===== src/rtl/unlock_seq_pkg.sv =====
package unlock_seq_pkg;

    localparam int BYTE_W  = 8;
    localparam int NIB_W   = 4;
    localparam int NIB_CNT = BYTE_W / NIB_W;

    typedef logic [BYTE_W-1:0] byte_t;
    typedef logic [NIB_W-1:0]  nib_t;

    typedef enum logic [2:0] {
        PH_IDLE,
        PH_LEAD,
        PH_ZERO,
        PH_PRBS,
        PH_STATE,
        PH_ACK
    } phase_e;

    localparam byte_t LEAD_BYTE = 8'hFF;
    localparam byte_t ZERO_BYTE = 8'h00;
    localparam nib_t  NIB_SEED  = '1;

    // Feedback tap of each nibble register: the top nibble mixes its
    // top and bottom bits, the lower nibble its two bottom bits.
    function automatic int nib_tap(int idx);
        return (idx == NIB_CNT - 1) ? NIB_W - 1 : 1;
    endfunction

    function automatic nib_t nib_next(nib_t cur, int tap);
        return {cur[tap] ^ cur[0], cur[NIB_W-1:1]};
    endfunction

endpackage


===== src/rtl/unlock_seq_nibble.sv =====
module unlock_seq_nibble
    import unlock_seq_pkg::*;
#(
    parameter int TAP = 1
) (
    input  logic clk,
    input  logic rst,
    input  logic load,
    input  logic step,
    output nib_t q
);

    always_ff @(posedge clk) begin
        if (rst || load) begin
            q <= NIB_SEED;
        end else if (step) begin
            q <= nib_next(q, TAP);
        end
    end

endmodule


===== src/rtl/unlock_seq_ctrl.sv =====
module unlock_seq_ctrl
    import unlock_seq_pkg::*;
#(
    parameter int    PRBS_BYTES = 13,
    parameter byte_t LOCK_CODE  = 8'h00
) (
    input  logic  clk,
    input  logic  rst,
    input  logic  start,
    input  logic  unlock_sel,
    input  logic  ready,
    input  byte_t prbs_byte,
    output logic  lfsr_load,
    output logic  lfsr_step,
    output byte_t wr_data,
    output logic  wr_strobe,
    output logic  done,
    output logic  active
);

    localparam int CNT_W = $clog2(PRBS_BYTES + 1);
    localparam logic [CNT_W-1:0] CNT_LAST = CNT_W'(PRBS_BYTES - 1);

    phase_e           phase;
    logic             mode_unlock;
    logic [CNT_W-1:0] cnt;
    logic             last_write;

    assign active    = (phase != PH_IDLE);
    assign wr_strobe = active && ready;
    assign lfsr_load = !active && start;
    assign lfsr_step = wr_strobe &&
                       ((phase == PH_PRBS) || ((phase == PH_STATE) && mode_unlock));
    assign last_write = wr_strobe &&
                        ((phase == PH_ACK) || ((phase == PH_STATE) && !mode_unlock));

    always_comb begin
        unique case (phase)
            PH_LEAD:  wr_data = LEAD_BYTE;
            PH_ZERO:  wr_data = ZERO_BYTE;
            PH_PRBS:  wr_data = prbs_byte;
            PH_STATE: wr_data = mode_unlock ? prbs_byte : LOCK_CODE;
            PH_ACK:   wr_data = prbs_byte;
            default:  wr_data = ZERO_BYTE;
        endcase
    end

    always_ff @(posedge clk) begin
        if (rst) begin
            phase       <= PH_IDLE;
            mode_unlock <= 1'b0;
            cnt         <= '0;
            done        <= 1'b0;
        end else begin
            done <= last_write;
            unique case (phase)
                PH_IDLE: begin
                    if (start) begin
                        phase       <= PH_LEAD;
                        mode_unlock <= unlock_sel;
                        cnt         <= '0;
                    end
                end
                PH_LEAD: if (wr_strobe) phase <= PH_ZERO;
                PH_ZERO: if (wr_strobe) phase <= PH_PRBS;
                PH_PRBS: begin
                    if (wr_strobe) begin
                        if (cnt == CNT_LAST) begin
                            phase <= PH_STATE;
                            cnt   <= '0;
                        end else begin
                            cnt <= cnt + 1'b1;
                        end
                    end
                end
                PH_STATE: if (wr_strobe) phase <= mode_unlock ? PH_ACK : PH_IDLE;
                PH_ACK:   if (wr_strobe) phase <= PH_IDLE;
                default:  phase <= PH_IDLE;
            endcase
        end
    end

endmodule


===== src/rtl/unlock_seq_gen.sv =====
module unlock_seq_gen
    import unlock_seq_pkg::*;
#(
    parameter int    PRBS_BYTES = 13,
    parameter byte_t LOCK_CODE  = 8'h00
) (
    input  logic       clk,
    input  logic       rst,
    input  logic       start,
    input  logic       unlock_sel,
    input  logic       ready,
    output logic [7:0] wr_data,
    output logic       wr_strobe,
    output logic       done
);

    byte_t prbs_byte;
    logic  lfsr_load;
    logic  lfsr_step;
    logic  run_active;

    for (genvar g = 0; g < NIB_CNT; g++) begin : g_nib
        unlock_seq_nibble #(
            .TAP(nib_tap(g))
        ) i_nib (
            .clk (clk),
            .rst (rst),
            .load(lfsr_load),
            .step(lfsr_step),
            .q   (prbs_byte[g*NIB_W +: NIB_W])
        );
    end

    unlock_seq_ctrl #(
        .PRBS_BYTES(PRBS_BYTES),
        .LOCK_CODE (LOCK_CODE)
    ) i_ctrl (
        .clk       (clk),
        .rst       (rst),
        .start     (start),
        .unlock_sel(unlock_sel),
        .ready     (ready),
        .prbs_byte (prbs_byte),
        .lfsr_load (lfsr_load),
        .lfsr_step (lfsr_step),
        .wr_data   (wr_data),
        .wr_strobe (wr_strobe),
        .done      (done),
        .active    (run_active)
    );

endmodule


===== config.mk =====
export PLATFORM = sky130hd
export DESIGN_NAME = unlock_seq_gen
export DESIGN_NICKNAME = d
export VERILOG_FILES = /design/src/rtl/unlock_seq_pkg.sv /design/src/rtl/unlock_seq_nibble.sv /design/src/rtl/unlock_seq_ctrl.sv /design/src/rtl/unlock_seq_gen.sv
export SDC_FILE = /design/constraint.sdc
export NUM_CORES = 1
export LEC_CHECK = 0
export BUFFER_PORTS_ARGS = -buffer_cell sky130_fd_sc_hd__buf_2
export CAP_MARGIN = 20
export CORE_MARGIN = 3
export CORE_UTILIZATION = 55
export DETAILED_ROUTE_END_ITERATION = 7
export GPL_ROUTABILITY_DRIVEN = 0
export PLACE_DENSITY_LB_ADDON = 0.25
export SLEW_MARGIN = 20
export SYNTH_ARGS = -nofsm -noshare
export SYNTH_HDL_FRONTEND = slang
export SYNTH_SLANG_ARGS = --single-unit

===== constraint.sdc =====
create_clock -name clk -period 4.5 [get_ports clk]
set_clock_uncertainty 0.2 [all_clocks]
set_input_delay 0.9 -clock clk [delete_from_list [all_inputs] [get_ports clk]]
set_output_delay 0.9 -clock clk [all_outputs]
set_load 0.1 [all_outputs]

Yosys cells after proc, flatten, opt, wreduce, memory -nomap -nowiden. Cells that the tools add are included. W data, S select, Z words.

Multiplexer cells: 15. Bitwise gates (word level): 2. Reduce and logical (&&, ||, !) cells: 18. Equal/unequal tests: 13. Add/sub/neg operators: 1.

Operator list (number): $mux W3 (8); $pmux W8 S3 (1); $pmux W3 S6 (1); $mux W4 (3); $ne A2 B1 Y1 const B (5); $mux W8 (1); $pmux W4 S2 (1); $reduce_and A7 Y1 (1); $eq A3 B2 Y1 const B (2); $eq A3 B3 Y1 const B (2); $logic_and A1 B1 Y1 (6); $add A4 B1 Y4 const B (1); $eq A4 B4 Y1 const B (1); $ne A2 B2 Y1 const B (2); $eq A3 B1 Y1 const B (1); $logic_not A3 Y1 (1); $logic_or A1 B1 Y1 (3); $reduce_and A3 Y1 (1); $reduce_bool A3 Y1 (1); $logic_not A1 Y1 (2); $reduce_and A2 Y1 (1); $reduce_bool A2 Y1 (1); $reduce_or A2 Y1 (1); $xor A1 B1 Y1 (2).

Bits in registers: 17. Word-level logic and storage cells: 55. Output and inout port bits: 10.

Longest topological paths before layout. Gate-level depths: netlist (run 1).

Depth in word-level cells: 4. Gate-level depth with buffers: 6.

By module. Synthesis (run 1) repeated with hierarchy kept, for this count alone.

Cell total of the unflattened synthesis: 133. Area, all modules: 1032.2 µm².

By module, submodules not included: unlock_seq_ctrl (cells an instance 103, seq. area each 180.2 µm², area each 718.2 µm², times used 1); unlock_seq_nibble (g_nib[0].i_nib) (cells an instance 15, seq. area each 80.1 µm², area each 163.9 µm², times used 1); unlock_seq_nibble (g_nib[1].i_nib) (cells an instance 15, seq. area each 80.1 µm², area each 150.1 µm², times used 1).

Worst setup path after synthesis (run 1). No wires, ideal clock.

Path kind: reg2out. Start: register i_ctrl.phase[1]. End: output port wr_data[0]. Arrival: 3058 ps. Setup slack: 342 ps. Path buffers: 2. Cell stages (with the launch flop): 5. Path through: dfxtp_1 buf_6 clkbuf_1 maj3_1 o21ai_0.

Cells in the longest elaborated chain, start to end: 3.

Ends and longest elaborated chain: from (decl) (RTL line unlock_seq_ctrl.sv:24) `phase_e phase;`; from (signal assigned) (RTL line unlock_seq_ctrl.sv:76) `PH_STATE: if (wr_strobe) phase <= mode_unlock ? PH_ACK : PH_IDLE;`; $eq A3 B3 Y1 / $eq A3 B2 Y1 (equally long branches) (RTL line unlock_seq_ctrl.sv:38) `unique case (phase)`; $reduce_or A2 Y1 (no line); $pmux W8 S3 * (RTL line unlock_seq_ctrl.sv:38); to (decl) (RTL line unlock_seq_gen.sv:12) `output logic [7:0] wr_data,`.

Every way passes the cells marked *; elsewhere a longest branch is shown, timed or not.

Final worst setup path (run 1).
Start: register i_ctrl.phase[2]. End: output port wr_data[2].

Same word-level chain as after synthesis.

==> results of run 1 <==
## stage by stage
stage	util [%]	hold WS, ps	setup WS [ps]	total power [mW]	cell area (um^2)
detailed placement	61.4	281	1620	0.395	1070
floorplan	-	262	342	0.372	1030
finish	62.9	294	1260	0.473	1100
global route	62.9	340	1030	0.498	1100
global placement	61.4	277	1690	0.393	1070
CTS	62.9	295	1280	0.477	1100
## logic make-up after synthesis
logic type	Yosys count	synth area share, %
adders and majority gates	6	6.33
and+or+nand+nor	48	24.0
buffers and inverters	18	9.25
DFF	17	33.1
AOI/OAI and AO/OA	38	22.6
xor gates and xnor gates	1	0.852
muxes	4	3.89
## per-layer routing
metal / vias up / global-route usage [%] / wire length [um]
met2: 23 / 29.2 / 892
met5: - / 0 / 0
met1: 421 / 25.0 / 1000
li1: 481 / - / -
met4: 0 / 4.27 / 14
met3: 3 / 6.73 / 118
## flip-flops by register name, summed over array words and instances, names as in the netlist
| register | cells |
|---|---|
| i_ctrl.cnt | 4 |
| i_ctrl.phase | 3 |
| i_ctrl.mode_unlock | 1 |
| i_ctrl.done | 1 |
| g_nib.i_nib.q | 8 |
## final cells by class
cell class / count / area, um^2
Sequential cell: 17 / 340
Tap cell: 25 / 31.3
Timing Repair Buffer: 14 / 70.1
Multi-Input combinational cell: 97 / 593
Inverter: 10 / 37.5
Fill cell: 172 / 647
Clock buffer: 4 / 26.3
## critical path, cell delays in order, from the launching register on
cell and delay (ps):
dfxtp_1 670, nand2_1 110, nor2_1 400, nand2_1 100
o21ai_0 100, buf_2 460
## layout by cell type, fill, tap and decap left out, drive strengths merged, types with 2 or more instances in the layout
cell and instances:
maj3 4, nor2 5, buf 14, inv 10, ha 2, a21oi 15
a31oi 2, o211ai 4, dfxtp 17, nor3 3, clkbuf 4, nand2 21
nand3 8, nand3b 2, mux2i 4, o21ai 13
## where the power goes
part / internal (mW) / switching [mW]
clock: 0.0345 / 0.0479
combinational: 0.0381 / 0.183
sequential: 0.156 / 0.0141
## final timing paths
| check | slack, ps | to |
|---|---|---|
| max | 1260 | wr_data[2] |
| min | 290 | i_ctrl.cnt[1] |
| max reg2reg | 2530 | g_nib[0].i_nib.q[1] |
| min reg2reg | 290 | i_ctrl.cnt[1] |
==> out/results.ini, run 1 <==
[status]
outcome = finished, final reports clean

[power]
p_per_area_nw_per_um2 = 431
ir_worst_vdd_mv = 0.316
power_leakage_nw = 0.477

[grt]
grt_max_degree = 20
grt_pass1_wl_um = 3660
gr-usage-all-layers_pct = 18.9
grt_pass1_vias = 819
grt.overflow.total = 0
antenna_found_initial = 0

[timing]
setup_viol = 0
report.final.slew_viol_count = 0
fmax_ghz = 0.309
max-slew-margin-rel_pct = 54.8
rsz0062_at_grt = false
period_share_pct = 71.9
fin_crit_ps = 3240
hold_viol = 0
tns_ps = 0
worst_pin_slew_ps = 678

[critical_path]
r2r_cells = 4
critPathLaunch = i_ctrl.phase[2]
start_kind = flip-flop
critPathCaptureType = output port
worstPathRequired_ps = 3400
r2r-start = i_ctrl.phase[1]
crit_type = reg -> out
path_max_fanout = 18
arrival_ps = 2140

[clock_network]
cts_setup_buffers = 0
cts_sinks = 17
clock_latency_ps = 290
hold_buffers = 0
cts_buffers = 3
h-tree-depth = 1
path_clk_slew_ps = 90
cts_buffer_depth = 2
cts_root_buf = clkbuf_4
cts_resized = 0
cts_tree = built

[synth]
yosysMostFrequentCell = nand2_1
netlist_instances = 132
synth_top_area_cell = dfxtp_1
netlist.area_leader.share_pct = 33.1
synth_common_cells = nand2_1, dfxtp_1, a21oi_1
yosys-top-cells-area = dfxtp_1, nand2_1, a21oi_1
ys_seq_area_share_pct = 33.1
yosysWarnings = 0
ys_ff_latch = 17
synthArstFlopShare_pct = 0
synth_flop_cell = dfxtp_1
synth_enable_flop_cells = 0
syn_area_um2 = 1030
yosysUniqueCellTypes = 37
synth_nets = 139
syn_area_per_cell_um2 = 7.79

[detailed_routing]
post-route-drc-count = 0
first_iter_violations = 23
ant_nets = 0
dr_total_vias = 928
drt_pass1_iterations = 4
drt-total-wl_um = 2030
viasPerCell = 5.56
wl_per_cell_um = 12.1

[die]
die_x_um = 49.2
boundaryPins = 15
die-area_um2 = 2430
initial_core_util_pct = 58.9
rows = 15
die-height_um = 49.2
core_area_um2 = 1750

[min_path]
worstHoldStart = i_ctrl.cnt[1]
hold_path_class = reg -> reg
hold_depth = 2

[run]
max_cap_violations = 0

[finish]
final_cells = 167
antenna_cells = 0
drive_gt1_share_pct = 15.5
areaGrowthSynthToFinish_pct = 6.81
fin_nets = 150

[place]
dpl.hpwl_um = 1480
dp_cells = 163
port_buffers = 14

(Power assumes the default switching activity.)
==> inputs of run 2 (changes only) <==
==> constraint.sdc (replaced) <==
create_clock -name clk -period 3.1 [get_ports clk]
set_clock_uncertainty 0.2 [all_clocks]
set_input_delay 0.62 -clock clk [delete_from_list [all_inputs] [get_ports clk]]
set_output_delay 0.62 -clock clk [all_outputs]
set_load 0.1 [all_outputs]
==> run 2 against run 1 <==
Critical path depth down 1. Clock-buffer cell count decreased by 1. Non-clock buffer count is 1 higher. Hold slack improved by 12 ps. Flip-flop and latch count stayed put. Register-to-register slack got worse by 1500 ps. Die area stayed put.
==> out/results.ini, run 2 (synthesis results as in run 1) <==
[status]
outcome = finished, final reports clean

[die]
boundaryPins = 15  ; unchanged
rows = 15  ; unchanged
core_area_um2 = 1750  ; unchanged
die_x_um = 49.2  ; unchanged
die-height_um = 49.2  ; unchanged
die-area_um2 = 2430  ; unchanged
initial_core_util_pct = 58.9  ; unchanged

[timing]
rsz0062_at_grt = false
tns_ps = 0  ; unchanged
fmax_ghz = 0.359
period_share_pct = 90.0
setup_viol = 0  ; unchanged
worst_pin_slew_ps = 614  ; -63.4 ps
fin_crit_ps = 2790
max-slew-margin-rel_pct = 59.0  ; +4.2 points
hold_viol = 0  ; unchanged
report.final.slew_viol_count = 0  ; unchanged
worst_slack_ps = 311  ; -952 ps

[min_path]
hold_depth = 2  ; unchanged
worstHoldStart = i_ctrl.cnt[1]
hold_path_class = reg -> reg
worstHoldEndpoint = i_ctrl.cnt[1]

[finish]
layout_common_cells = nand2_1, dfxtp_1, a21oi_1, buf_2, inv_1
largest_register_ffs = 8  ; unchanged
nFillCells = 169  ; -1.7%
reg.largest.list = g_nib.i_nib.q x8, i_ctrl.cnt x4, i_ctrl.phase x3
drive_gt1_share_pct = 18.9  ; +3.4 points
layout_commonest_cell = nand2_1
antenna_cells = 0  ; unchanged
areaGrowthSynthToFinish_pct = 8.76
fin_nets = 151  ; +0.67%
largest_register = g_nib.i_nib.q

[clock_network]
cts_sinks = 17  ; unchanged
cts_resized = 0  ; unchanged
h-tree-depth = 1  ; unchanged
cts_tree = built
path_clk_slew_ps = 110  ; +20 ps
clock_latency_ps = 300  ; about the same
cts_buffer_depth = 2  ; unchanged
hold_buffers = 0  ; unchanged
cts_buffers = 3  ; unchanged
cts_setup_buffers = 0  ; unchanged
cts_root_buf = clkbuf_4

[detailed_routing]
wl_per_cell_um = 12.7  ; +4.4%
dr_total_vias = 961  ; +3.6%
drt-total-wl_um = 2130  ; +5.0%
viasPerCell = 5.72  ; +2.9%
drt_pass1_iterations = 4  ; unchanged
ant_nets = 0  ; unchanged
post-route-drc-count = 0  ; unchanged
first_iter_violations = 15  ; -35%

[critical_path]
reg2reg_slack_ps = 1070  ; -1460 ps
r2r-end = g_nib[0].i_nib.q[2]
crit_type = reg -> out
r2r-start = i_ctrl.phase[1]
crit_slowest_cell = nor2_1
worstPathRequired_ps = 2280  ; -1120 ps
path_cells = nor2_1 > nand2_1 > o21ai_2 > buf_2
critPathCaptureType = output port
r2r_cells = 4  ; unchanged
arrival_ps = 1970  ; -170 ps
start_kind = flip-flop
path_max_fanout = 19  ; +1
slowest_delay_ps = 520  ; -150 ps

[power]
power_leakage_nw = 0.493  ; +3.2%
p_per_area_nw_per_um2 = 626  ; +45%
ir_worst_vdd_mv = 0.486  ; +54%

[grt]
antenna_found_initial = 0  ; unchanged
grt_pass1_wl_um = 3870  ; +5.7%
grt.overflow.total = 0  ; unchanged
grt_pass1_vias = 916  ; +12%
grt_max_degree = 20  ; unchanged
gr-usage-all-layers_pct = 20.0  ; +1.1 points

[place]
dp_slack_ps = 700  ; -922 ps
port_buffers = 14  ; unchanged
dpl.hpwl_um = 1530  ; +3.7%

[run]
max_cap_violations = 0  ; unchanged

run 2: per-stage QoR:
stage | cell area, um^2 | utilization (%) | cells | hold slack [ps] | total power, mW
floorplan | 1040 | - | 132 | 262 | 0.548
global route | 1120 | 64.1 | 168 | 341 | 0.729
global placement | 1090 | 62.5 | 164 | 284 | 0.579
CTS | 1120 | 64.1 | 168 | 309 | 0.704
finish | 1120 | 64.1 | 168 | 305 | 0.700
detailed placement | 1090 | 62.5 | 164 | 294 | 0.583
run 2: cell type report:
| cell class | count | area [um^2] | area share (%) |
|---|---|---|---|
| Tap cell | 25 | 31.3 | 2.80 |
| Sequential cell | 17 | 340 | 30.4 |
| Timing Repair Buffer | 15 | 77.6 | 6.94 |
| Clock inverter | 1 | 5.00 | 0.447 |
| Multi-Input combinational cell | 97 | 604 | 54.0 |
| Clock buffer | 3 | 22.5 | 2.01 |
| Inverter | 10 | 37.5 | 3.36 |
run 2: critical path, delay by kind of cell, from the launching register on:
family / cells / cell delay (ps)
AND/OR/NAND/NOR: 2 / 660
flip-flops: 1 / 490
buffers and inverters: 1 / 430
AO/OA/AOI/OAI: 1 / 70
run 2: power by group:
part / internal (mW) / switching, mW / total (mW) / leakage (nW)
Sequential: 0.226 / 0.0195 / 0.246 / 0.138
Combinational: 0.0610 / 0.270 / 0.331 / 0.337
Clock: 0.0482 / 0.0749 / 0.123 / 0.0177
Total: 0.335 / 0.364 / 0.700 / 0.493
run 2: worst max path at each step:
stage                     cells past startpoint            start          to
after floorplan                               4  i_ctrl.phase[1]  wr_data[0]
final                                         4  i_ctrl.phase[1]  wr_data[6]
after global routing                          4  i_ctrl.phase[1]  wr_data[2]
after detailed placement                      4  i_ctrl.phase[1]  wr_data[6]
after global placement                        4  i_ctrl.phase[1]  wr_data[2]
after CTS                                     4  i_ctrl.phase[1]  wr_data[6]
run 2: routing by layer:
metal	track usage (%)	part of all wire [%]	up-vias	routed length (um)
li1	-	-	485	-
met1	25.2	50	455	1060
met2	32.6	45	16	961
met3	2.75	3.2	5	69
met4	10.9	1.8	0	39
met5	0	0	-	0
==> inputs of run 3 (changes only) <==
==> constraint.sdc (replaced) <==
create_clock -name clk -period 2.59 [get_ports clk]
set_clock_uncertainty 0.2 [all_clocks]
set_input_delay 0.518 -clock clk [delete_from_list [all_inputs] [get_ports clk]]
set_output_delay 0.518 -clock clk [all_outputs]
set_load 0.1 [all_outputs]
==> run 3 against run 2 <==
Critical path depth decreased by 1. Power increased by 37%. Final cell count unchanged. Sequential share of layout area decreased by 3.4 points. Global-route usage increased by 0.54 points. Critical path type unchanged.
==> out/results.ini, run 3 (synthesis results as in run 1) <==
[die]
rows = 15  ; unchanged
die-height_um = 49.2  ; unchanged
initial_core_util_pct = 58.9  ; unchanged
die-area_um2 = 2430  ; unchanged
die_x_um = 49.2  ; unchanged
boundaryPins = 15  ; unchanged
core_area_um2 = 1750  ; unchanged

[finish]
largest_register = g_nib.i_nib.q
final_core_util_pct = 72.3  ; +8.2 points
reg.largest.list = g_nib.i_nib.q x8, i_ctrl.cnt x4, i_ctrl.phase x3
fin_nets = 151  ; unchanged
largest_register_ffs = 8  ; unchanged
layout_common_cells = nand2_1, dfxtp_1, a21oi_1, inv_1
antenna_cells = 0  ; unchanged
drive_gt1_share_pct = 23.8  ; +4.9 points
nFillCells = 125  ; -26%
areaGrowthSynthToFinish_pct = 22.7
multi_input_area_um2 = 628  ; +3.9%
register_area_um2 = 342  ; +0.37%
layout_commonest_cell = nand2_1

[power]
power_mw = 0.959  ; +37%
p_per_area_nw_per_um2 = 760  ; +21%
power_leakage_nw = 0.531  ; +7.7%
ir_worst_vdd_mv = 0.574  ; +18%

[timing]
hold_viol = 0  ; unchanged
setup_viol = 0  ; unchanged
max-slew-margin-rel_pct = 57.3  ; -1.8 points
tns_ps = 0  ; unchanged
fin_crit_ps = 2360
fmax_ghz = 0.424
rsz0062_at_grt = false
period_share_pct = 91.1
whs_ps = 252  ; -53.0 ps
worst_pin_slew_ps = 641  ; +26.4 ps
report.final.slew_viol_count = 0  ; unchanged

[grt]
grt.overflow.total = 0  ; unchanged
grt_max_degree = 20  ; unchanged
gr-usage-all-layers_pct = 20.6  ; +0.54 points
grt_pass1_vias = 939  ; +2.5%
grt_pass1_wl_um = 3910  ; +1.1%
antenna_found_initial = 0  ; unchanged

[clock_network]
path_clk_slew_ps = 100  ; about the same
clock_latency_ps = 290  ; about the same
h-tree-depth = 1  ; unchanged
cts_buffers = 3  ; unchanged
cts_root_buf = clkbuf_4
cts_tree = built
cts_sinks = 17  ; unchanged
cts_buffer_depth = 2  ; unchanged

[critical_path]
path_cells = inv_1 > o21ai_2 > buf_12
crit_type = reg -> out
path_max_fanout = 13  ; -6
crit_slowest_cell = dfxtp_1
worstPathRequired_ps = 1870  ; -410 ps
path_delay_family = flip-flops
arrival_ps = 1640  ; -330 ps
critPathCaptureType = output port
crit_buf_inv = 2  ; +1
start_kind = flip-flop
slowest_delay_ps = 570  ; +50 ps

[detailed_routing]
drt_pass1_iterations = 4  ; unchanged
dr_total_vias = 952  ; -0.94%
post-route-drc-count = 0  ; unchanged
wl_per_cell_um = 13.4  ; +5.5%
viasPerCell = 5.67  ; -0.94%
ant_nets = 0  ; unchanged
first_iter_violations = 36  ; +21
drt-total-wl_um = 2240  ; +5.5%

[min_path]
hold_path_class = in -> reg

[place]
port_buffers = 14  ; unchanged
dpl.hpwl_um = 1650  ; +7.7%

[status]
outcome = finished, final reports clean

[run]
max_cap_violations = 0  ; unchanged

-- run 3: changes by cell type in the layout (fill, tap and decap cells not counted), moves of 5 or more --
cell | previous run | this run
o21ai_2 | 3 | 8
buf_12 | 0 | 8
buf_2 | 14 | 6
o21ai_1 | 6 | 1
-- run 3: cell type report --
| class | instances | area share, % |
|---|---|---|
| multi-input cells | 97 | 49.8 |
| well taps | 25 | 2.48 |
| clock buffers | 4 | 2.08 |
| inverters | 10 | 2.97 |
| repair buffers | 15 | 15.7 |
| flip-flops and latches | 17 | 27.1 |
-- run 3: path summary, 6_finish.rpt --
kind                                 startpoint                   to  slack (ps)  cells after the start
worst min register to register    i_ctrl.cnt[1]        i_ctrl.cnt[1]         300                      2
worst min-delay path                 unlock_sel   i_ctrl.mode_unlock         250                      3
worst max register to register  i_ctrl.phase[2]  g_nib[0].i_nib.q[0]         640                      5
worst max-delay path            i_ctrl.phase[0]           wr_data[0]         230                      3
-- run 3: repair_timing --
| item | in CTS | in global routing |
|---|---|---|
| buffers inserted | 0 | 0 |
| gates resized for setup | 0 | 2 |
| hold buffers | 0 | 0 |
| endpoints found under the setup margin | 0 | 9 |
-- run 3: tightest hold or removal path, delay by kind of cell --
family        cells  cell delay [ps]
buf+inv           1               80
mux               1               50
simple gates      1               70
-- run 3: power breakdown --
part           total, mW  switching, mW  internal (mW)
logic              0.519          0.347          0.172
clock network      0.142         0.0823         0.0599
registers          0.298         0.0266          0.271
total              0.959          0.456          0.503
-- run 3: metrics by stage --
| step | cell area [um^2] | worst slack, ps | instances |
|---|---|---|---|
| global placement | 1230 | 488 | 164 |
| global route | 1260 | 85.1 | 168 |
| CTS | 1260 | 94.5 | 168 |
| finish | 1260 | 230 | 168 |
| floorplan | 1060 | 85.5 | 132 |
| detailed placement | 1230 | 425 | 164 |
-- run 3: metal layers --
layer	vias to the layer above	part of all wire (%)	global-route usage (%)
li1	485	-	-
met1	435	43	24.5
met2	30	50	34.6
met3	2	6.7	6.12
met4	0	0.85	7.11
met5	-	0	0
